**config.mk**
```make
export PLATFORM = sky130hd
export DESIGN_NAME = cwf_line_fill
export DESIGN_NICKNAME = d
export VERILOG_FILES = /design/src/rtl/cwf_pkg.sv /design/src/rtl/cwf_parity_chk.sv /design/src/rtl/cwf_fill_seq.sv /design/src/rtl/cwf_line_buf.sv /design/src/rtl/cwf_line_fill.sv
export SDC_FILE = /design/constraint.sdc
export NUM_CORES = 1
export LEC_CHECK = 0
export BUFFER_PORTS_ARGS = -buffer_cell sky130_fd_sc_hd__buf_2
export CORE_AREA = 2 2 198 200
export CTS_CLUSTER_DIAMETER = 100
export DETAILED_ROUTE_END_ITERATION = 8
export DIE_AREA = 0 0 200 202
export HOLD_SLACK_MARGIN = 0.02
export PLACE_DENSITY_LB_ADDON = 0.3
export SLEW_MARGIN = 20
export SYNTH_ARGS = -nofsm -noshare
export SYNTH_HDL_FRONTEND = slang
export SYNTH_HIERARCHICAL = 1
export SYNTH_SLANG_ARGS = --single-unit
```
**constraint.sdc**
```tcl
create_clock -name clk -period 4.1 [get_ports clk]
set_clock_uncertainty 0.15 [all_clocks]
set_input_delay 0.41 -clock clk [delete_from_list [all_inputs] [get_ports clk]]
set_output_delay 0.41 -clock clk [all_outputs]
set_load 0.005 [all_outputs]
```
**src/rtl/cwf_pkg.sv**
```systemverilog
package cwf_pkg;
  typedef enum logic [1:0] {
    FS_IDLE  = 2'd0,
    FS_FILL  = 2'd1,
    FS_WRITE = 2'd2
  } fill_state_e;

  typedef enum logic {
    SRC_FETCH = 1'b0,
    SRC_LSU   = 1'b1
  } req_src_e;
endpackage

```
**src/rtl/cwf_parity_chk.sv**
```systemverilog
module cwf_parity_chk #(
  parameter int DATA_W = 64,
  parameter int PAR_W  = DATA_W / 8
) (
  input  logic [DATA_W-1:0] data,
  input  logic [PAR_W-1:0]  par,
  output logic              perr
);
  logic [PAR_W-1:0] byte_bad;

  for (genvar b = 0; b < PAR_W; b++) begin : g_byte
    assign byte_bad[b] = par[b] ^ (^data[b*8 +: 8]);
  end

  assign perr = |byte_bad;
endmodule

```
**src/rtl/cwf_fill_seq.sv**
```systemverilog
module cwf_fill_seq
  import cwf_pkg::*;
#(
  parameter int ADDR_W = 32,
  parameter int BEATS  = 4,
  parameter int OFS_W  = 3,
  parameter int IDX_W  = $clog2(BEATS)
) (
  input  logic              clk,
  input  logic              rst_n,
  input  logic              req_valid,
  input  logic [ADDR_W-1:0] req_addr,
  input  logic              req_src,
  input  logic              bus_valid,
  input  logic              beat_perr,
  output logic              req_ready,
  output logic              beat_fire,
  output logic [IDX_W-1:0]  beat_slot,
  output logic              beat_first,
  output logic              wr_phase,
  output logic              fill_err,
  output req_src_e          src_q,
  output logic [ADDR_W-1:0] addr_q,
  output logic [IDX_W-1:0]  crit_idx,
  output logic [IDX_W-1:0]  beat_cnt
);
  fill_state_e st;

  function automatic logic [IDX_W-1:0] crit_of(input logic [ADDR_W-1:0] a);
    return a[OFS_W +: IDX_W];
  endfunction

  function automatic logic [IDX_W-1:0] slot_of(input logic [IDX_W-1:0] c,
                                               input logic [IDX_W-1:0] k);
    int s;
    s = (int'(c) + int'(k)) % BEATS;
    return IDX_W'(s);
  endfunction

  logic accept, last_beat;

  assign req_ready  = (st == FS_IDLE);
  assign accept     = req_ready && req_valid;
  assign beat_fire  = (st == FS_FILL) && bus_valid;
  assign beat_slot  = slot_of(crit_idx, beat_cnt);
  assign beat_first = beat_fire && (beat_cnt == '0);
  assign last_beat  = (beat_cnt == IDX_W'(BEATS - 1));
  assign wr_phase   = (st == FS_WRITE);

  always_ff @(posedge clk) begin
    if (!rst_n) begin
      st       <= FS_IDLE;
      beat_cnt <= '0;
      crit_idx <= '0;
      addr_q   <= '0;
      src_q    <= SRC_FETCH;
      fill_err <= 1'b0;
    end else begin
      unique case (st)
        FS_IDLE: begin
          if (accept) begin
            st       <= FS_FILL;
            addr_q   <= req_addr;
            crit_idx <= crit_of(req_addr);
            src_q    <= req_src_e'(req_src);
            beat_cnt <= '0;
            fill_err <= 1'b0;
          end
        end
        FS_FILL: begin
          if (bus_valid) begin
            fill_err <= fill_err | beat_perr;
            beat_cnt <= beat_cnt + 1'b1;
            if (last_beat) st <= FS_WRITE;
          end
        end
        FS_WRITE: st <= FS_IDLE;
        default:  st <= FS_IDLE;
      endcase
    end
  end
endmodule

```
**src/rtl/cwf_line_buf.sv**
```systemverilog
module cwf_line_buf #(
  parameter int DATA_W = 64,
  parameter int BEATS  = 4,
  parameter int IDX_W  = $clog2(BEATS)
) (
  input  logic                    clk,
  input  logic                    rst_n,
  input  logic                    we,
  input  logic [IDX_W-1:0]        widx,
  input  logic [DATA_W-1:0]       wdata,
  output logic [BEATS*DATA_W-1:0] line
);
  for (genvar s = 0; s < BEATS; s++) begin : g_slot
    logic [DATA_W-1:0] slot_q;
    always_ff @(posedge clk) begin
      if (!rst_n)                            slot_q <= '0;
      else if (we && (widx == IDX_W'(s)))    slot_q <= wdata;
    end
    assign line[s*DATA_W +: DATA_W] = slot_q;
  end
endmodule

```
**src/rtl/cwf_line_fill.sv**
```systemverilog
module cwf_line_fill
  import cwf_pkg::*;
#(
  parameter int ADDR_W = 32,
  parameter int DATA_W = 64,
  parameter int BEATS  = 4,
  localparam int PAR_W    = DATA_W / 8,
  localparam int OFS_W    = $clog2(PAR_W),
  localparam int IDX_W    = $clog2(BEATS),
  localparam int LINE_OFS = OFS_W + IDX_W,
  localparam int LINE_W   = BEATS * DATA_W
) (
  input  logic              clk,
  input  logic              rst_n,
  input  logic              req_valid,
  input  logic [ADDR_W-1:0] req_addr,
  input  logic              req_src,
  output logic              req_ready,
  output logic [ADDR_W-1:0] bus_addr,
  input  logic              bus_valid,
  input  logic [DATA_W-1:0] bus_data,
  input  logic [PAR_W-1:0]  bus_par,
  output logic              ifu_fwd_valid,
  output logic              lsu_fwd_valid,
  output logic [DATA_W-1:0] fwd_data,
  output logic [IDX_W-1:0]  fwd_idx,
  output logic              fwd_first,
  output logic              ifu_fill_err,
  output logic              lsu_fill_err,
  output logic              cwr_valid,
  output logic [ADDR_W-1:0] cwr_addr,
  output logic [LINE_W-1:0] cwr_line
);
  function automatic logic [ADDR_W-1:0] align_down(input logic [ADDR_W-1:0] a,
                                                   input int lsb);
    logic [ADDR_W-1:0] m;
    m = '1;
    m = m << lsb;
    return a & m;
  endfunction

  // Named internal events for the checker
  logic              beat_fire, beat_perr, wr_phase, fill_err;
  logic [IDX_W-1:0]  beat_slot, crit_idx, beat_cnt;
  logic              beat_first;
  logic [ADDR_W-1:0] addr_q;
  req_src_e          src_q;

  cwf_parity_chk #(.DATA_W(DATA_W), .PAR_W(PAR_W)) u_par (
    .data (bus_data),
    .par  (bus_par),
    .perr (beat_perr)
  );

  cwf_fill_seq #(
    .ADDR_W(ADDR_W), .BEATS(BEATS), .OFS_W(OFS_W), .IDX_W(IDX_W)
  ) u_seq (
    .clk        (clk),
    .rst_n      (rst_n),
    .req_valid  (req_valid),
    .req_addr   (req_addr),
    .req_src    (req_src),
    .bus_valid  (bus_valid),
    .beat_perr  (beat_perr),
    .req_ready  (req_ready),
    .beat_fire  (beat_fire),
    .beat_slot  (beat_slot),
    .beat_first (beat_first),
    .wr_phase   (wr_phase),
    .fill_err   (fill_err),
    .src_q      (src_q),
    .addr_q     (addr_q),
    .crit_idx   (crit_idx),
    .beat_cnt   (beat_cnt)
  );

  cwf_line_buf #(.DATA_W(DATA_W), .BEATS(BEATS), .IDX_W(IDX_W)) u_buf (
    .clk   (clk),
    .rst_n (rst_n),
    .we    (beat_fire),
    .widx  (beat_slot),
    .wdata (bus_data),
    .line  (cwr_line)
  );

  assign ifu_fwd_valid = beat_fire && (src_q == SRC_FETCH);
  assign lsu_fwd_valid = beat_fire && (src_q == SRC_LSU);
  assign fwd_data      = bus_data;
  assign fwd_idx       = beat_slot;
  assign fwd_first     = beat_first;

  assign cwr_valid    = wr_phase && !fill_err;
  assign ifu_fill_err = wr_phase && fill_err && (src_q == SRC_FETCH);
  assign lsu_fill_err = wr_phase && fill_err && (src_q == SRC_LSU);

  assign cwr_addr = align_down(addr_q, LINE_OFS);
  assign bus_addr = align_down(addr_q, OFS_W);
endmodule

```
==> Word-level counts from Yosys, hierarchy flattened <==
Cells that the tools add are included.
Widths: inputs -> output; s select.
{ "classes": {"addsub": 2, "n_eq_ne": 9, "muxes": 10, "bitwise": 10, "reduce_logical": 30} }
{ "op_table": {"columns": ["operator", "n"], "rows": [
  ["$reduce_xor 8->1", 8],
  ["$logic_and 1x1->1", 13],
  ["$mux 2", 5],
  ["$eq 2x2->1 const B", 4],
  ["$pmux 2 s2", 2],
  ["$reduce_or 8->1", 1],
  ["$xor 1x1->1", 8],
  ["$logic_not 2->1", 3],
  ["$reduce_and 3->1", 2],
  ["$eq 2x1->1 const B", 2],
  ["$ne 2x2->1 const B", 2],
  ["$add 2x1->2 const B", 1],
  ["$add 2x2->2", 1],
  ["$mux 1", 2],
  ["$ne 2x1->1 const B", 1],
  ["$pmux 1 s2", 1],
  ["$reduce_and 2->1", 1],
  ["$reduce_bool 2->1", 1],
  ["$logic_not 1->1", 1],
  ["$not 1->1", 1],
  ["$or 1x1->1", 1]
]} }
{ "word_totals": {"ff_bits": 296, "in_bits": 109, "output_inout_bits": 393, "wordCells": 71} }

==> Depth between registers and ports, before layout <==
Gate-level depths: netlist of run 1.
{ "logic_depth": {"depth_word": 6, "mapped_depth": 7, "ltp_nobuf": 7} }

==> Hierarchy <==
Netlist of run 1, hierarchy kept.
{ "modules_own_cells": {"columns": ["mod", "n_inst", "cells_each", "area_per_inst_um2"], "rows": [
  ["cwf_line_buf", 1, 900, 9554.2],
  ["cwf_fill_seq", 1, 143, 1512.7],
  ["cwf_line_fill", 1, 105, 784.5],
  ["cwf_parity_chk", 1, 61, 634.4]
]} }

==> Least setup slack after synthesis of run 1 <==
No wires, ideal clock.
{ "synth_timing": {"path_kind": "register -> register", "start": "register u_seq.beat_cnt[0]", "end": "register u_buf.g_slot[1].slot_q[10]", "setup_ps": 72, "t_arrival_ps": 1725, "required_ps": 3878, "setup_slack_ps": 2153, "stages_incl_launch_ff": 8, "path_buffers": 2, "period_less_slack_ps": 1947, "path_cell_list": "dfxtp_1 > ha_1 > xnor2_1 > xnor2_1 > nand3b_1 > buf_6 > buf_8 > mux2i_1"} }
{ "synth_via": {"elab_chain_len": 3} }
{ "synth_lines": {"columns": ["item", "line_no", "rtl"], "rows": [
  ["from (decl)", "cwf_fill_seq.sv:25", "output logic [IDX_W-1:0] beat_cnt"],
  ["from (signal assigned)", "cwf_fill_seq.sv:73", "beat_cnt <= beat_cnt + 1'b1;"],
  ["$add 2x2->2", "cwf_fill_seq.sv:36", "s = (int'(c) + int'(k)) % BEATS;"],
  ["named net fwd_idx[1]", "cwf_line_fill.sv:26", "output logic [IDX_W-1:0] fwd_idx,"],
  ["$eq 2x1->1", "cwf_line_buf.sv:17", "else if (we && (widx == IDX_W'(s))) slot_q <= wdata;"],
  ["$logic_and 1x1->1", "cwf_line_buf.sv:17", null],
  ["to (signal assigned)", "cwf_line_buf.sv:17", null],
  ["to (decl)", "cwf_line_buf.sv:14", "logic [DATA_W-1:0] slot_q;"]
]} }
The timed path passes the listed nets, and every way through them passes these cells.
A chain may end at the register's enable or synchronous reset.

==> Worst setup path in the final report of run 1 <==
{ "layout_timing": {"start": "input port bus_valid", "end": "register u_buf.g_slot[0].slot_q[24]"} }
{ "layout_via": {"elab_chain_len": 2} }
{ "layout_lines": {"columns": ["item", "line_no", "rtl"], "rows": [
  ["from (decl)", "cwf_line_fill.sv:20", "input logic bus_valid,"],
  ["$logic_and 1x1->1", "cwf_fill_seq.sv:44", "assign beat_fire = (st == FS_FILL) && bus_valid;"],
  ["named net beat_fire", "cwf_line_fill.sv:43", "logic beat_fire, beat_perr, wr_phase, fill_err;"],
  ["$logic_and 1x1->1", "cwf_line_buf.sv:17", null],
  ["to (signal assigned)", "cwf_line_buf.sv:17", null],
  ["to (decl)", "cwf_line_buf.sv:14", null]
]} }
The timed path passes the listed nets, and every way through them passes these cells.

==> results.md, run 1 <==
* Top Ports at 502
* Flop2flop setup slack at 1.58 ns
* Post-Syn Instances at 1198
* Initial antenna violation count at 1
* Drt first pass iters at 4
* R2R cell count at 5
* Reg power frac at 44.0%
* FF/Latch Area at 0.00583 mm^2
* Num CTS Buffers at 34
* CTS tree: yes
* Fillers at 3846
* Final Max Tran Viols at 0
* RSZ-0062 raised after global routing: no
* Slew HR at 39.4%
* Wire per inst at 16.7 um
* Period utilization at 62.9%
* Die width at 200 um
* DR vias at 9434
* Clk root buf: clkbuf_16
* IO Port Bufs at 490
* Total track usage at 17.0%
* Switch Pwr at 1.60 mW
* Clock Sinks at 291
* Area of the multi-input gates at 0.00512 mm^2
* Post-DRT Antenna Nets at 0
* Post-detail-place hpwl at 24800 um
* DRC at 0
* CP Data Required Time at 4.39 ns
* Leakage at 8.52 nW
* Logic pwr share at 10.5%
* Initial core utilization at 32.3%
* Vias in the first global route at 9381
* Fin util at 40.9%
* Status: complete, no violations
* Sw Ratio at 24.0%
* Reg-to-Reg End: u_buf/g_slot[0].slot_q[24]
* Startpoint Class: primary input
* Diodes inserted at 0
* Clock-pin slew on the worst setup and hold paths at 0.06 ns
* # rows at 72
* Final wirelength at 35800 um
* Hold Path Sink: u_buf/g_slot[1].slot_q[60]
* Clock Path Buffers at 3
* Grt total ovfl at 0
* Post-layout nets at 1717
* Worst hold slack at 0.103 ns
* Die area at 0.0404 mm^2
* Maximum fanout along the worst path at 43
* Layout cell share with drive strength beyond 1 at 34.8%
* Worst-Skew Late Latency at 0.51 ns
* Worst-margin pin slew at 0.908 ns
* Synth Warn # at 6
* Worst r2r src: u_seq/st[1]
* Final setup viols at 0
* Vias per inst at 4.40
* Wire length of the first global-routing pass at 53000 um
* Maxcap violations at 0
* Clock power share at 45.5%
* Tot Pwr at 6.68 mW
* Cts hold-fix bufs at 31
* Critical path capture point type: register
* Layout overhead on the synthesized area at 26.7%
* Largest net degree at the start of global routing at 114
* Post_cts resized at 0
* Chip height at 202 um
* Min-Delay Path Class: primary input to register
* WP data arrival at 2.86 ns
* Fmax at 388 MHz
* Syn avg cell area at 10.3 um^2
* Internal power at 5.08 mW
* Critical setup path kind: primary input to register
* Netlist Area Pre-Place at 0.0124 mm^2
* Gpl congestion at 0.787
* Core area at 0.0383 mm^2
* Hold Vio Cnt, Final at 0
* Setup bufs post-CTS at 0
* VDD IR max at 0.257 mV
* Setup TNS at 0 ns
* Htree depth at 2
* Hold path start: bus_data[60]
* PwrDens at 426 mW/mm^2
* Crit path time final at 2.58 ns
* WHS Path Cells at 3
* Starting DRC count in detailed routing at 237
## stage by stage
stage          worst slack, ns  cell area (um^2)  instances
2_1_floorplan             2.15             12400       1205
3_5_place_dp              1.44             14200       2056
5_1_grt                   1.42             15700       2146
6_report                  1.52             15700       2146
3_3_place_gp              1.46             14200       2056
4_1_cts                   1.52             15700       2146
## flip-flops by register name (all words and copies together) (netlist names)
| signal | cells |
|---|---|
| u_buf/g_slot.slot_q | 256 |
| u_seq/addr_q | 29 |
| u_seq/beat_cnt | 2 |
| u_seq/st | 2 |
| u_seq/fill_err | 1 |
| u_seq/src_q | 1 |
## how the worst max path moves through the flow
stage	start	cells after the start	to
2_1_floorplan	u_seq/beat_cnt[0]	7	u_buf/g_slot[1].slot_q[10]
3_3_place_gp	bus_data[38]	9	u_seq/fill_err
3_5_place_dp	bus_data[38]	9	u_seq/fill_err
4_1_cts	u_seq/beat_cnt[0]	4	fwd_idx[1]
5_1_grt	bus_valid	7	u_buf/g_slot[0].slot_q[18]
6_report	bus_valid	7	u_buf/g_slot[0].slot_q[24]
## cells in the final DEF (no fill, tap or decap), drive strengths merged
master,n
nor3,1
conb,8
o21ai,2
nand2,320
xnor3,6
ha,3
a21oi,1
nor2b,2
mux2i,286
nand3b,3
nand4,1
xnor2,46
and2,2
bufinv,2
and2b,2
nor3b,3
inv,3
dfxtp,291
a31oi,3
xor2,8
and3b,2
clkinv,7
dlygate4sd3,31
nor2,34
nand3,3
nand2b,1
buf,504
clkbuf,50
nor4,1
and3,2
## power by group through the flow
stage               Sequential [mW]  Clock [mW]  Combinational (mW)
floorplan                      3.00           0               0.465
global placement               3.00           0               0.685
detailed placement             3.00           0               0.690
CTS                            2.94        3.14               0.714
global route                   2.95        3.26               0.764
finish                         2.94        3.04               0.703
## critical path, cell delays in order
cell and delay, ns:
dlygate4sd3_1 0.52, buf_2 0.13, and2b_1 0.20, and2_1 0.32, nor3b_4 0.24, buf_4 0.68
mux2i_1 0.28
## area by class of cell
class	instances	share of cell area, %
inverter	3	0.0718
clock inverter	9	0.631
multi-input combinational	740	32.7
tap	518	4.13
timing repair buffer	535	18.8
clock buffer	50	6.58
sequential	291	37.2
## metal layers
layer  up-vias  routed length [um]  global-route usage (%)
met2       336               17300                    29.9
met5         -                  13                       0
met1      4424               14700                    19.2
li1       4616                   -                       -
met3        56                2720                    5.09
met4         2                 946                    6.61
(Power assumes the default switching activity.)
==> run 2: changes to the inputs <==
--- a/config.mk
+++ b/config.mk
@@ -6,10 +6,10 @@
 export NUM_CORES = 1
 export LEC_CHECK = 0
 export BUFFER_PORTS_ARGS = -buffer_cell sky130_fd_sc_hd__buf_2
-export CORE_AREA = 2 2 198 200
+export CORE_AREA = 2 2 193 195
 export CTS_CLUSTER_DIAMETER = 100
 export DETAILED_ROUTE_END_ITERATION = 8
-export DIE_AREA = 0 0 200 202
+export DIE_AREA = 0 0 195 197
 export HOLD_SLACK_MARGIN = 0.02
 export PLACE_DENSITY_LB_ADDON = 0.3
 export SLEW_MARGIN = 20
==> constraint.sdc (replaced) <==
create_clock -name clk -period 2.3 [get_ports clk]
set_clock_uncertainty 0.15 [all_clocks]
set_input_delay 0.23 -clock clk [delete_from_list [all_inputs] [get_ports clk]]
set_output_delay 0.23 -clock clk [all_outputs]
set_load 0.005 [all_outputs]
==> run 2 against run 1 <==
  * Sequential share of layout area is 1.8 points lower
  * Combinational power is 100% higher
  * Register-to-register slack got worse by 1.4 ns
  * Critical path depth increased by 2
  * Routed wire length is 4.3% higher
  * Via count rose by 3.4%
  * Non-clock buffer count up 84
  * Clock power increased by 73%
  * Hold slack worse by 0.070 ns
  * Highest routed layer is now met4
==> results.md, run 2 (synthesis results as in run 1) <==
* Period utilization at 97.8%
* Worst-Skew Late Latency at 0.50 ns (about the same)
* Startpoint Class: primary input
* Largest regs: u_buf/g_slot.slot_q: 256 flops, u_seq/addr_q: 29 flops
* # rows at 70 (-2.8%)
* Setup TNS at 0 ns (unchanged)
* IO Port Bufs at 490 (unchanged)
* FF/Latch Area at 0.00583 mm^2 (unchanged)
* DP Area at 0.0144 mm^2 (+1.5%)
* Crit path time final at 2.25 ns
* DR vias at 9755 (+3.4%)
* CTS tree: yes
* Hold Vio Cnt, Final at 0 (unchanged)
* Chip height at 197 um (-2.5%)
* Fin area at 0.0165 mm^2 (+4.9%)
* Post-DRT Antenna Nets at 0 (unchanged)
* Maximum fanout along the worst path at 3 (-93%)
* Num CTS Buffers at 34 (unchanged)
* Final Max Tran Viols at 0 (unchanged)
* Fmax at 444 MHz
* Vias in the first global route at 9871 (+5.2%)
* Core area at 0.0363 mm^2 (-5.3%)
* Htree depth at 2 (unchanged)
* Die width at 195 um (-2.5%)
* Most flops, register: u_buf/g_slot.slot_q
* Layout overhead on the synthesized area at 33.0%
* Max reg flops at 256 (unchanged)
* Critical setup path kind: primary input to register
* Vias per inst at 4.48 (+1.9%)
* Die area at 0.0384 mm^2 (-4.9%)
* Area of the multi-input gates at 0.00513 mm^2 (+0.27%)
* DP Worst Slack at -0.496 ns (-1.94 ns)
* Diodes inserted at 0 (unchanged)
* Maxcap violations at 0 (unchanged)
* Initial antenna violation count at 0 (-1)
* Total track usage at 18.5% (+1.5 points)
* Setup bufs post-CTS at 0 (unchanged)
* Clk root buf: clkbuf_16
* Final wirelength at 37300 um (+4.3%)
* Gpl congestion at 0.814 (+3.4%)
* Post-detail-place hpwl at 26200 um (+5.5%)
* Status: complete, no violations
* Initial core utilization at 34.1% (+1.8 points)
* Leakage at 8.89 nW (+4.5%)
* Commonest non-fill, non-tap cell in the layout: buf_2
* DRC at 0 (unchanged)
* Final setup viols at 0 (unchanged)
* Clock-pin slew on the worst setup and hold paths at 0.05 ns (about the same)
* Commonest non-fill, non-tap cells in the layout: 489 x buf_2, 320 x nand2_1, 291 x dfxtp_1
* Grt total ovfl at 0 (unchanged)
* Wire per inst at 17.1 um (+2.7%)
* PwrDens at 724 mW/mm^2 (+70%)
* Final worst setup slack at 0.0495 ns (-1.47 ns)
* VDD IR max at 0.450 mV (+75%)
* CP Data Required Time at 2.52 ns (-1.87 ns)
* Fin util at 45.4% (+4.4 points)
* Clock Path Buffers at 3 (unchanged)
* Fillers at 3484 (-9.4%)
* Drt first pass iters at 6 (+2)
* RSZ-0062 raised after global routing: no
* Starting DRC count in detailed routing at 282 (+19%)
* Post-layout nets at 1801 (+4.9%)
* Largest net degree at the start of global routing at 60 (-47%)
* Clock Sinks at 291 (unchanged)
* Layout cell share with drive strength beyond 1 at 34.5% (-0.26 points)
* Min-Delay Path Class: primary input to register
* Critical path capture point type: register
* WP data arrival at 2.48 ns (-0.38 ns)
* Top Ports at 502 (unchanged)
* Wire length of the first global-routing pass at 56000 um (+5.6%)
run 2: cell count changes in the layout (fill, tap and decap cells not counted), sizes merged:
cell and change:
buf +25, clkbuf -3, dlygate4sd3 +59, clkinv -1, clkinvlp +2
run 2: area by class of cell:
| class | count | share of cell area (%) |
|---|---|---|
| clock inverter | 10 | 0.662 |
| timing repair buffer | 619 | 23.1 |
| clock buffer | 47 | 5.96 |
| sequential | 291 | 35.4 |
| multi-input combinational | 740 | 31.2 |
| inverter | 3 | 0.0684 |
| tap | 468 | 3.56 |
run 2: metrics by stage:
stage          cells  hold WS (ns)  power (mW)
6_report        2178        0.0327        11.9
5_1_grt         2178        0.0389        12.4
4_1_cts         2178        0.0299        12.1
3_5_place_dp    2031         0.293        6.64
3_3_place_gp    2031         0.291        6.64
2_1_floorplan   1205         0.227        6.18
run 2: per-layer routing:
metal	routed length (um)	GRT usage, %	share of wire [%]	vias to the layer above
li1	-	-	-	4772
met1	15200	22.0	41	4542
met2	18300	32.2	49	376
met3	2550	4.69	6.8	65
met4	1250	7.18	3.3	0
met5	0	0	0	-
run 2: worst paths after layout:
check	startpoint	endpoint	slack [ns]	cells past startpoint
setup reg to reg	u_seq/addr_q[3]	u_buf/g_slot[1].slot_q[23]	0.15	6
setup / recovery	bus_data[4]	u_seq/fill_err	0.05	9
hold reg to reg	u_buf/g_slot[2].slot_q[59]	u_buf/g_slot[2].slot_q[59]	0.30	2
hold / removal	bus_data[9]	u_buf/g_slot[2].slot_q[9]	0.03	3
run 2: what timing repair did:
item / CTS / global route
endpoints found under the setup margin: 44 / 1
gates resized for setup: 1 / 1
endpoints found under the hold margin: 258 / 0
hold buffers: 90 / 0
gates cloned: 0 / 0
pin swaps: 0 / 0
run 2: worst max-delay path: stages:
cell	delay, ns
dlygate4sd3_1	0.53
buf_2	0.15
xnor2_1	0.36
xnor3_1	0.49
xnor2_1	0.13
nor2_1	0.13
nand4_1	0.18
a31oi_1	0.23
nor3_1	0.06
run 2: power by group:
group	internal, mW	switching [mW]	total (mW)
combinational	0.683	0.729	1.41
sequential	5.17	0.0748	5.24
clock	3.20	2.06	5.25
total	9.05	2.86	11.9
